File: src/rtl/txr_pkg.sv
package txr_pkg;
  localparam int WORD_W   = 32;
  localparam int OWN_B    = 31;
  localparam int FIRST_B  = 16;
  localparam int LAST_B   = 17;
  localparam int DROP_B   = 23;
  localparam logic [WORD_W-1:0] FLAG_MASK = 32'h31E0_0000;
  localparam int ST_DONE  = 0;
  localparam int ST_CHAIN = 3;
  localparam int ST_POLL  = 31;
  localparam int CT_EN    = 0;
  localparam int CT_TXEN  = 3;
  localparam int CT_LEN_LO = 16;

  typedef enum logic [2:0] {
    S_IDLE, S_INFO, S_ADDR, S_DATA, S_SEND, S_WB
  } txr_state_e;
endpackage

File: src/rtl/txr_regs.sv
module txr_regs import txr_pkg::*; #(
  parameter int POLL_W = 16,
  parameter int IDX_W  = 8
) (
  input  logic              clk,
  input  logic              rst_n,
  input  logic              reg_wr,
  input  logic [2:0]        reg_addr,
  input  logic [31:0]       reg_wdata,
  output logic [31:0]       reg_rdata,
  input  logic              set_done,
  input  logic              set_chain,
  output logic              run_en,
  output logic [IDX_W-1:0]  ring_len,
  output logic [31:0]       ring_base,
  output logic [POLL_W-1:0] interval,
  output logic              poll_kick,
  output logic              irq
);
  logic en_g, en_tx, st_done, st_chain, ie_done, ie_chain;
  logic wr_ctl, wr_st, wr_ie;

  assign wr_ctl    = reg_wr && reg_addr == 3'd0;
  assign wr_st     = reg_wr && reg_addr == 3'd1;
  assign wr_ie     = reg_wr && reg_addr == 3'd2;
  assign poll_kick = wr_st && reg_wdata[ST_POLL];
  assign run_en    = en_g && en_tx;
  assign irq       = (st_done && ie_done) || (st_chain && ie_chain);

  always_ff @(posedge clk) begin
    if (!rst_n) begin
      en_g <= 1'b0; en_tx <= 1'b0; ring_len <= '0; ring_base <= '0;
      interval <= '0; st_done <= 1'b0; st_chain <= 1'b0;
      ie_done <= 1'b0; ie_chain <= 1'b0;
    end else begin
      if (wr_ctl) begin
        en_g     <= reg_wdata[CT_EN];
        en_tx    <= reg_wdata[CT_TXEN];
        ring_len <= reg_wdata[CT_LEN_LO +: IDX_W];
      end
      if (wr_ie) begin
        ie_done  <= reg_wdata[ST_DONE];
        ie_chain <= reg_wdata[ST_CHAIN];
      end
      if (reg_wr && reg_addr == 3'd3) ring_base <= reg_wdata;
      if (reg_wr && reg_addr == 3'd4) interval <= reg_wdata[POLL_W-1:0];
      st_done  <= set_done  || (st_done  && !(wr_st && reg_wdata[ST_DONE]));
      st_chain <= set_chain || (st_chain && !(wr_st && reg_wdata[ST_CHAIN]));
    end
  end

  always_comb begin
    reg_rdata = '0;
    case (reg_addr)
      3'd0: begin
        reg_rdata[CT_EN] = en_g;
        reg_rdata[CT_TXEN] = en_tx;
        reg_rdata[CT_LEN_LO +: IDX_W] = ring_len;
      end
      3'd1: begin
        reg_rdata[ST_DONE] = st_done;
        reg_rdata[ST_CHAIN] = st_chain;
      end
      3'd2: begin
        reg_rdata[ST_DONE] = ie_done;
        reg_rdata[ST_CHAIN] = ie_chain;
      end
      3'd3: reg_rdata = ring_base;
      3'd4: reg_rdata[POLL_W-1:0] = interval;
      default: reg_rdata = '0;
    endcase
  end

  assert_done_sets_R7: assert property (@(posedge clk) disable iff (!rst_n)
    set_done |=> st_done);
  assert_chain_sets_R9: assert property (@(posedge clk) disable iff (!rst_n)
    set_chain |=> st_chain);
  assert_w1c_R10: assert property (@(posedge clk) disable iff (!rst_n)
    (wr_st && reg_wdata[ST_DONE] && !set_done) |=> !st_done);
endmodule

File: src/rtl/txr_poll.sv
module txr_poll #(
  parameter int POLL_W = 16
) (
  input  logic              clk,
  input  logic              rst_n,
  input  logic              run,
  input  logic [POLL_W-1:0] interval,
  output logic              tick
);
  logic [POLL_W-1:0] cnt;
  logic live;

  assign live = run && (interval != '0);
  assign tick = live && (cnt >= interval - 1'b1);

  always_ff @(posedge clk) begin
    if (!rst_n || !live || tick) cnt <= '0;
    else                         cnt <= cnt + 1'b1;
  end
endmodule

File: src/rtl/txr_fetch.sv
module txr_fetch import txr_pkg::*; #(
  parameter int IDX_W = 8,
  parameter int LEN_W = 11
) (
  input  logic             clk,
  input  logic             rst_n,
  input  logic             run_en,
  input  logic [IDX_W-1:0] ring_len,
  input  logic [31:0]      ring_base,
  input  logic             poll_kick,
  input  logic             poll_tick,
  output logic             idle,
  output logic             set_done,
  output logic             set_chain,
  output logic             mem_req,
  output logic             mem_we,
  output logic [31:0]      mem_addr,
  output logic [31:0]      mem_wdata,
  input  logic             mem_ack,
  input  logic [31:0]      mem_rdata,
  output logic             tx_valid,
  input  logic             tx_ready,
  output logic [7:0]       tx_data,
  output logic             tx_first,
  output logic             tx_last
);
  localparam int PAD_W = 32 - IDX_W - 3;

  txr_state_e state;
  logic [IDX_W-1:0] idx;
  logic [IDX_W:0]   idx_inc;
  logic [31:0]      info, ptr, word, desc_addr;
  logic [LEN_W-1:0] remain;
  logic [1:0]       bsel;
  logic             pend, exp_first, bad, sent_any, go, owned, mismatch;

  assign idx_inc   = {1'b0, idx} + 1'b1;
  assign desc_addr = ring_base + {{PAD_W{1'b0}}, idx, 3'b000};
  assign idle      = (state == S_IDLE);
  assign go        = idle && run_en && (pend || poll_tick);
  assign owned     = mem_rdata[OWN_B];
  assign mismatch  = mem_rdata[FIRST_B] != exp_first;
  assign set_chain = (state == S_INFO) && mem_ack && owned && mismatch;
  assign set_done  = (state == S_WB) && mem_ack && !bad && info[LAST_B];

  assign mem_req   = (state == S_INFO) || (state == S_ADDR) ||
                     (state == S_DATA) || (state == S_WB);
  assign mem_we    = (state == S_WB);
  assign mem_wdata = (info & ~FLAG_MASK & ~(32'd1 << OWN_B)) |
                     (bad ? (32'd1 << DROP_B) : 32'd0);
  always_comb begin
    case (state)
      S_ADDR:  mem_addr = desc_addr + 32'd4;
      S_DATA:  mem_addr = ptr;
      default: mem_addr = desc_addr;
    endcase
  end

  assign tx_valid = (state == S_SEND);
  assign tx_data  = word[{bsel, 3'b000} +: 8];
  assign tx_first = tx_valid && info[FIRST_B] && !sent_any;
  assign tx_last  = tx_valid && info[LAST_B] && (remain == LEN_W'(1));

  always_ff @(posedge clk) begin
    if (!rst_n) begin
      state <= S_IDLE; idx <= '0; info <= '0; ptr <= '0; word <= '0;
      remain <= '0; bsel <= '0; pend <= 1'b0; exp_first <= 1'b1;
      bad <= 1'b0; sent_any <= 1'b0;
    end else begin
      pend <= poll_kick || (pend && !go);
      case (state)
        S_IDLE: if (go) state <= S_INFO;
        S_INFO: if (mem_ack) begin
          if (!owned) state <= S_IDLE;
          else begin
            info  <= mem_rdata;
            bad   <= mismatch;
            state <= mismatch ? S_WB : S_ADDR;
          end
        end
        S_ADDR: if (mem_ack) begin
          ptr      <= {mem_rdata[31:2], 2'b00};
          bsel     <= mem_rdata[1:0];
          remain   <= info[LEN_W-1:0];
          sent_any <= 1'b0;
          state    <= (info[LEN_W-1:0] == '0) ? S_WB : S_DATA;
        end
        S_DATA: if (mem_ack) begin
          word  <= mem_rdata;
          state <= S_SEND;
        end
        S_SEND: if (tx_ready) begin
          remain   <= remain - 1'b1;
          bsel     <= bsel + 1'b1;
          sent_any <= 1'b1;
          if (remain == LEN_W'(1)) state <= S_WB;
          else if (bsel == 2'd3) begin
            ptr   <= ptr + 32'd4;
            state <= S_DATA;
          end
        end
        S_WB: if (mem_ack) begin
          idx       <= (idx_inc >= {1'b0, ring_len}) ? '0 : idx_inc[IDX_W-1:0];
          exp_first <= bad ? 1'b1 : info[LAST_B];
          state     <= run_en ? S_INFO : S_IDLE;
        end
        default: state <= S_IDLE;
      endcase
    end
  end

  assert_stream_hold_R5: assert property (@(posedge clk) disable iff (!rst_n)
    (tx_valid && !tx_ready) |=> (tx_valid && $stable(tx_data) &&
                                 $stable(tx_first) && $stable(tx_last)));
  assert_mem_hold_R1: assert property (@(posedge clk) disable iff (!rst_n)
    (mem_req && !mem_ack) |=> (mem_req && $stable(mem_addr) && $stable(mem_we)));
  assert_start_enabled_R2: assert property (@(posedge clk) disable iff (!rst_n)
    $rose(mem_req) |-> $past(run_en));
  assert_one_marker_R5: assert property (@(posedge clk) disable iff (!rst_n)
    (tx_valid && tx_ready && tx_first) |=> !tx_first);
endmodule

File: src/rtl/txring_engine.sv
module txring_engine #(
  parameter int POLL_W = 16,
  parameter int IDX_W  = 8,
  parameter int LEN_W  = 11
) (
  input  logic        clk,
  input  logic        rst_n,
  input  logic        reg_wr,
  input  logic [2:0]  reg_addr,
  input  logic [31:0] reg_wdata,
  output logic [31:0] reg_rdata,
  output logic        irq,
  output logic        mem_req,
  output logic        mem_we,
  output logic [31:0] mem_addr,
  output logic [31:0] mem_wdata,
  input  logic        mem_ack,
  input  logic [31:0] mem_rdata,
  output logic        tx_valid,
  input  logic        tx_ready,
  output logic [7:0]  tx_data,
  output logic        tx_first,
  output logic        tx_last
);
  logic              run_en, poll_kick, poll_tick, idle, set_done, set_chain;
  logic [IDX_W-1:0]  ring_len;
  logic [31:0]       ring_base;
  logic [POLL_W-1:0] interval;

  txr_regs #(.POLL_W(POLL_W), .IDX_W(IDX_W)) u_regs (
    .clk(clk), .rst_n(rst_n), .reg_wr(reg_wr), .reg_addr(reg_addr),
    .reg_wdata(reg_wdata), .reg_rdata(reg_rdata), .set_done(set_done),
    .set_chain(set_chain), .run_en(run_en), .ring_len(ring_len),
    .ring_base(ring_base), .interval(interval), .poll_kick(poll_kick),
    .irq(irq));

  txr_poll #(.POLL_W(POLL_W)) u_poll (
    .clk(clk), .rst_n(rst_n), .run(idle && run_en), .interval(interval),
    .tick(poll_tick));

  txr_fetch #(.IDX_W(IDX_W), .LEN_W(LEN_W)) u_fetch (
    .clk(clk), .rst_n(rst_n), .run_en(run_en), .ring_len(ring_len),
    .ring_base(ring_base), .poll_kick(poll_kick), .poll_tick(poll_tick),
    .idle(idle), .set_done(set_done), .set_chain(set_chain),
    .mem_req(mem_req), .mem_we(mem_we), .mem_addr(mem_addr),
    .mem_wdata(mem_wdata), .mem_ack(mem_ack), .mem_rdata(mem_rdata),
    .tx_valid(tx_valid), .tx_ready(tx_ready), .tx_data(tx_data),
    .tx_first(tx_first), .tx_last(tx_last));
endmodule

File: config.mk
export PLATFORM = sky130hd
export DESIGN_NAME = txring_engine
export DESIGN_NICKNAME = d
export VERILOG_FILES = /design/src/rtl/txr_pkg.sv /design/src/rtl/txr_regs.sv /design/src/rtl/txr_poll.sv /design/src/rtl/txr_fetch.sv /design/src/rtl/txring_engine.sv
export SDC_FILE = /design/constraint.sdc
export NUM_CORES = 1
export LEC_CHECK = 0
export ABC_AREA = 1
export BUFFER_PORTS_ARGS = -buffer_cell sky130_fd_sc_hd__buf_2
export CORE_ASPECT_RATIO = 0.75
export CORE_MARGIN = 3
export CORE_UTILIZATION = 40
export CTS_CLUSTER_SIZE = 8
export DETAILED_ROUTE_END_ITERATION = 8
export GPL_TIMING_DRIVEN = 0
export SLEW_MARGIN = 20
export SYNTH_ARGS = -nofsm -noshare
export SYNTH_HDL_FRONTEND = slang
export SYNTH_HIERARCHICAL = 1
export SYNTH_SLANG_ARGS = --single-unit
File: constraint.sdc
create_clock -name clk -period 4.1 [get_ports clk]
set_input_delay 0.41 -clock clk [delete_from_list [all_inputs] [get_ports clk]]
set_output_delay 0.41 -clock clk [all_outputs]
set_load 0.02 [all_outputs]
==> Yosys cells after proc, flatten, opt, wreduce, memory -nomap -nowiden <==
Cells that the tools add are included.
{ "word_totals": {"inputBits": 72, "regBits": 201, "output_inout_bits": 110} }
{ "op_classes": {"mux": 37, "reduce_logical": 56, "eq_ne": 21, "add_sub_neg": 8, "n_bitwise": 1, "magnitude_cmp": 2, "n_shift": 1} }
{ "ops": {"columns": ["operator", "count"], "rows": [
  ["32-bit 2-to-1 mux", 4],
  ["32-bit one-hot mux with 2 select lines", 2],
  ["32-bit by 3-bit adder with 32-bit output (second input constant)", 2],
  ["3-bit 2-to-1 mux", 11],
  ["32-bit by 11-bit adder with 32-bit output", 1],
  ["32-bit by 6-bit indexed part select with 8-bit output", 1],
  ["31-bit by 24-bit bitwise OR with 31-bit output", 1],
  ["1-bit logical AND", 28],
  ["24-bit 2-to-1 mux", 1],
  ["12-bit one-hot mux with 2 select lines", 1],
  ["11-bit 2-to-1 mux", 2],
  ["11-bit one-hot mux with 2 select lines", 1],
  ["3-bit one-hot mux with 6 select lines", 1],
  ["16-bit by 1-bit adder with 16-bit output (second input constant)", 1],
  ["16-bit >= comparator", 1],
  ["8-bit 2-to-1 mux", 2],
  ["8-bit one-hot mux with 2 select lines", 1],
  ["16-bit nonzero test", 1],
  ["16-bit by 1-bit subtractor with 16-bit output (second input constant)", 1],
  ["2-bit inequality test (second input constant)", 7],
  ["3-bit by 2-bit == test with 1-bit output (second input constant)", 4],
  ["11-bit by 1-bit == test with 1-bit output (second input constant)", 1],
  ["11-bit zero test", 1],
  ["11-bit by 1-bit subtractor with 11-bit output (second input constant)", 1],
  ["other kinds (22)", 49]
]} }

==> Longest topological paths before layout <==
{ "logic_depth": {"word_depth": 9, "mapped_depth": 20} }

==> By module <==
Netlist, hierarchy kept.
{ "modules_own_cells": {"columns": ["module", "area_each_um2", "cells_per_inst", "instances", "seq_area_each_um2"], "rows": [
  ["txr_fetch", 8779.7, 1468, 1, 2302.2],
  ["txr_regs", 2813.9, 429, 1, 1241.2],
  ["txr_poll", 1503.9, 219, 1, 320.3],
  ["txring_engine", 7.5, 2, 1, 0.0]
]} }

==> Worst setup path after synthesis <==
No wires, ideal clock.
{ "synth_path": {"path_kind": "reg2out", "start": "reg u_fetch.idx[0]", "end": "out mem_addr[19]", "t_required_ns": 3.690, "path_slack_ns": 1.134, "stages_incl_launch_ff": 17, "arrival_time_ns": 2.556, "path_buffers": 0, "path_cell_list": "dfxtp_1 > ha_1 > inv_1 > fa_1 > inv_1 > nand3_1 > nor2_2 > nand3_2 > nor2_2 > nand2_2 > nor2_4 > nand3_4 > nor2_4 > nand2_1 > nand2_1 > nand2_1 > a21oi_1"} }
{ "synth_between": {"elab_chain_cells": 3} }
{ "synth_lines": {"columns": ["item", "line_no", "rtl"], "rows": [
  ["from (decl)", "txr_fetch.sv:30", "logic [IDX_W-1:0] idx;"],
  ["from (signal assigned)", "txr_fetch.sv:103", "idx <= (idx_inc >= {1'b0, ring_len}) ? '0 : idx_inc[IDX_W-1:0];"],
  ["32-bit by 11-bit adder with 32-bit output *", "txr_fetch.sv:38", "assign desc_addr = ring_base + {{PAD_W{1'b0}}, idx, 3'b000};"],
  ["32-bit by 3-bit adder with 32-bit output", "txr_fetch.sv:53", "S_ADDR: mem_addr = desc_addr + 32'd4;"],
  ["32-bit one-hot mux with 2 select lines *", "txr_fetch.sv:52", "case (state)"],
  ["to (decl)", "txring_engine.sv:15", "output logic [31:0] mem_addr,"]
]} }
Mark *: on every way between the ends. The rest lies on a longest branch, timed or not.

==> Worst setup path after layout <==
{ "layout_path": {"start": "reg u_fetch.idx[0]", "end": "out mem_addr[18]"} }
The elaborated chain is that of the path after synthesis.

==> impl_metrics.py <==
metrics = {
    "detailed_routing": {
        "wl_mm": 48.12,
        "route.met3.wl_mm": 5.309,
        "wl_met2_mm": 19.27,
        "first_pass_iters": 6,
        "drt-met1-wl_mm": 22.83,
        "ant_nets": 0,
        "drt_iter0_drc": 1493,
        "vias": 14570,
        "wl_per_cell_um": 17.42,
        "vias_per_cell": 5.274,
        "drc_errors": 0,
        "dr.max_layer_used": "met4",
    },
    "sta": {
        "slew_headroom": 0.3775,
        "grt_setup_unrepaired": "false",
        "finalSetupTns_ns": 0,
        "hold_viol_final": 0,
        "clock_skew_ns": 0.01632,
        "min_period_ns": 3.857,
        "fmax_mhz": 259.2,
        "period_share": 0.9408,
        "finalMaxSlewViolations": 0,
        "finalSetupViolations": 0,
        "tightest_slew_ns": 0.9304,
    },
    "yosys": {
        "synthCells": 2118,
        "yosys_warnings": 6,
        "synthSimpleGateAreaFrac": 0.3679,
        "synth_compound_area_frac": 0.1482,
        "synth.area.top_cells": "dfxtp_1 29%, nand2_1 16%, inv_1 7.7%, nor2_1 7.2%, nand3_1 6.3%",
        "ys_ff_latch": 193,
        "synth_edf_count": 0,
        "yosysUniqueCellTypes": 54,
        "syn-cell-area_sq_mm": 0.01311,
        "synth_ff_type": "dfxtp_1",
        "syn_area_per_cell_sq_um": 6.187,
        "synthAdderAreaFrac": 0.03972,
        "muxShareOfSynthArea": 0,
        "async_flop_share": 0,
        "synth_top_family_by_area": "simple AND/OR/NAND/NOR gates",
        "synthXorXnorAreaFrac": 0.03466,
        "synth_top_cell_area_share": 0.2948,
        "yosys.area.top_type": "dfxtp_1",
        "seq_area_frac_synth": 0.2948,
    },
    "finish": {
        "post-route-cell-area_sq_mm": 0.01516,
        "nets": 2427,
        "areaGrowthSynthToFinish_pct": 15.70,
        "fill_cells": 3442,
        "seq_area_sq_mm": 0.003869,
        "final_common_cell": "nand2_1",
        "multiInputGateArea_sq_mm": 0.007790,
        "diodes": 0,
        "drive_gt1_frac": 0.1448,
        "fin_cells": 2762,
        "most-common-layout-cells": "542 x nand2_1, 269 x inv_1, 248 x nor2_1",
    },
    "grt": {
        "grt_use_total": 0.2714,
        "grt_max_degree": 21,
        "antenna_found_initial": 0,
        "first_global_vias": 13270,
        "grt_pass1_wl_mm": 74.42,
        "overflow": 0,
    },
    "power_and_ir_drop": {
        "ir_worst_vdd_mv": 0.2354,
        "p_per_area_mw_per_mm2": 262.6,
        "seqPwrFrac": 0.479,
        "combinationalPowerShare": 0.090,
        "switching_share": 0.2881,
        "internal_power_mw": 2.834,
        "p_leak_nw": 6.707,
        "p_switching_mw": 1.147,
        "p_clk_frac": 0.431,
    },
    "critical_path": {
        "crit_fanout": 9,
        "cp_slowest_cell": "dfxtp_4",
        "endpoint_kind": "output pin",
        "cp-start-kind": "register",
        "crit_buf_inv": 3,
        "crit_top_cell": "nand3_1",
        "critical_path_class": "reg -> out",
        "crit_chain": "ha_2 > inv_1 > fa_1 > inv_1 > nand2_2 > nand2_2 > nand3_1 > nand2_4 > xor2_2 > nor2_1 > nand2_1 > nor2_1 > nand3_1 > nand3_1 > nand3_1 > buf_2",
        "arrival_ns": 3.45,
        "required_ns": 3.69,
        "r2r_start": "u_regs/interval[0]",
        "critical_path.top_delay_family": "simple AND/OR/NAND/NOR gates",
        "critPathLaunch": "u_fetch/idx[0]",
        "slowest_delay_ns": 0.40,
    },
    "min_path": {
        "hold_start": "reg_wdata[27]",
        "hold_class": "in -> reg",
    },
    "floorplanning": {
        "die-area_sq_mm": 0.03499,
        "die_h_um": 162.8,
        "core.rowCount": 56,
        "die_w_um": 215.0,
        "coreArea_sq_mm": 0.03174,
        "start_util": 0.4129,
        "pin_count": 182,
    },
    "clock_tree": {
        "insertion_delay_ns": 0.46,
        "ctsHtreeMaxLevel": 4,
        "cts_num_sinks": 193,
        "root_buffer": "clkbuf_16",
        "cts_max_path_buffers": 2,
        "cts_setup_buffers": 0,
        "cts_tree": "yes",
        "clk_pin_slew_worst_paths_ns": 0.08,
        "cts_buffers": 17,
        "cts_hold_buffers": 0,
    },
    "place": {
        "io_buffer_count": 172,
        "place_area_sq_mm": 0.01453,
        "dpl.cell_count": 2730,
        "hpwl_mm": 38.46,
        "gp_congestion": 0.9602,
    },
    "outcome": {
        "status": "complete, no violations",
    },
    "flow_run": {
        "drv_cap": 0,
    },
}
==> synth_stat cells, types with 2 or more instances <==
cell type,instances
inv_1,269
nand3b_1,10
nor2_2,27
nand3_1,165
buf_1,7
or2_1,2
nand3_2,6
nor2_4,9
buf_4,8
nor3_1,15
inv_2,21
nand4_2,2
nor4_1,5
buf_2,19
clkbuf_1,49
o22ai_1,30
and2_1,4
o21ai_1,12
o211ai_1,10
nand2_1,542
nor2_1,251
o32ai_1,2
o21ai_0,117
a21oi_1,152
nand2_2,16
buf_6,2
a31oi_1,6
ha_1,40
or2_2,6
dfxtp_1,193
a211oi_1,5
nor4_2,2
xor2_1,30
o221ai_1,9
nand4_1,32
xnor2_1,20
nand3_4,3
a221oi_1,4
==> tightest hold or removal path: cells and delay by family <==
family / cells / cell delay (ns)
buf+inv: 1 / 0.10
simple gates: 1 / 0.05
compound gates: 1 / 0.05
==> final cells by class <==
| cell class | instances | area share |
|---|---|---|
| Multi-Input combinational cell | 1553 | 0.5138 |
| Tap cell | 435 | 0.03590 |
| Sequential cell | 193 | 0.2552 |
| Inverter | 291 | 0.07204 |
| Clock buffer | 18 | 0.02897 |
| Timing Repair Buffer | 172 | 0.05678 |
| Clock inverter | 14 | 0.01048 |
| Buffer | 86 | 0.02690 |
==> power by group through the flow <==
stage	Clock [mW]	Sequential, mW	Combinational (mW)
finish	1.72	1.91	0.357
global route	1.84	1.91	0.394
CTS	1.77	1.91	0.351
detailed placement	0	1.95	0.348
global placement	0	1.95	0.344
floorplan	0	1.94	0.202
==> path summary, 6_finish.rpt <==
| check | endpoint | slack (ns) | cells after the start |
|---|---|---|---|
| worst max-delay path | mem_addr[18] | 0.24 | 16 |
| worst min-delay path | u_regs/ring_base[27] | 0.20 | 3 |
| worst max register to register | u_fetch/state[0] | 0.94 | 18 |
| worst min register to register | u_fetch/word[22] | 0.47 | 2 |
==> registers in the layout (all words and copies together), names as in the netlist, 8 cells and up <==
| signal | flops |
|---|---|
| u_regs/ring_base | 32 |
| u_fetch/remain | 11 |
| u_fetch/word | 32 |
| u_fetch/info | 25 |
| u_fetch/idx | 8 |
| u_regs/interval | 16 |
| u_regs/ring_len | 8 |
| u_fetch/ptr | 30 |
| u_poll/cnt | 16 |
==> routing by layer <==
| metal | vias up | track usage |
|---|---|---|
| met4 | 0 | 0.06244 |
| li1 | 7217 | - |
| met2 | 596 | 0.3853 |
| met5 | - | 0 |
| met1 | 6716 | 0.3925 |
| met3 | 39 | 0.09511 |
==> cell families (layout without fill, tap and decap cells) <==
family / count (synthesis) / after routing
xor gates and xnor gates: 51 / 51
and+or+nand+nor: 1100 / 1100
buffers and inverters: 377 / 581
adders and majority gates: 41 / 41
AOI/OAI and AO/OA: 355 / 355
DFF: 193 / 193
other: 1 / 6
==> per-stage QoR <==
step	util	setup slack [ns]	total power, mW	hold slack (ns)
after floorplan	-	1.134	2.144	0.4297
after global placement	0.4577	0.5308	2.295	0.4461
after detailed placement	0.4577	0.5031	2.300	0.4534
after CTS	0.4767	0.04303	4.025	0.1749
after global routing	0.4777	0.002738	4.139	0.1899
final	0.4777	0.2426	3.981	0.1983
==> what timing repair did <==
action                                  CTS  global route
endpoints found under the setup margin    1            20
gates cloned                              0             0
resized for setup                         1            10
(Power assumes the default switching activity.)
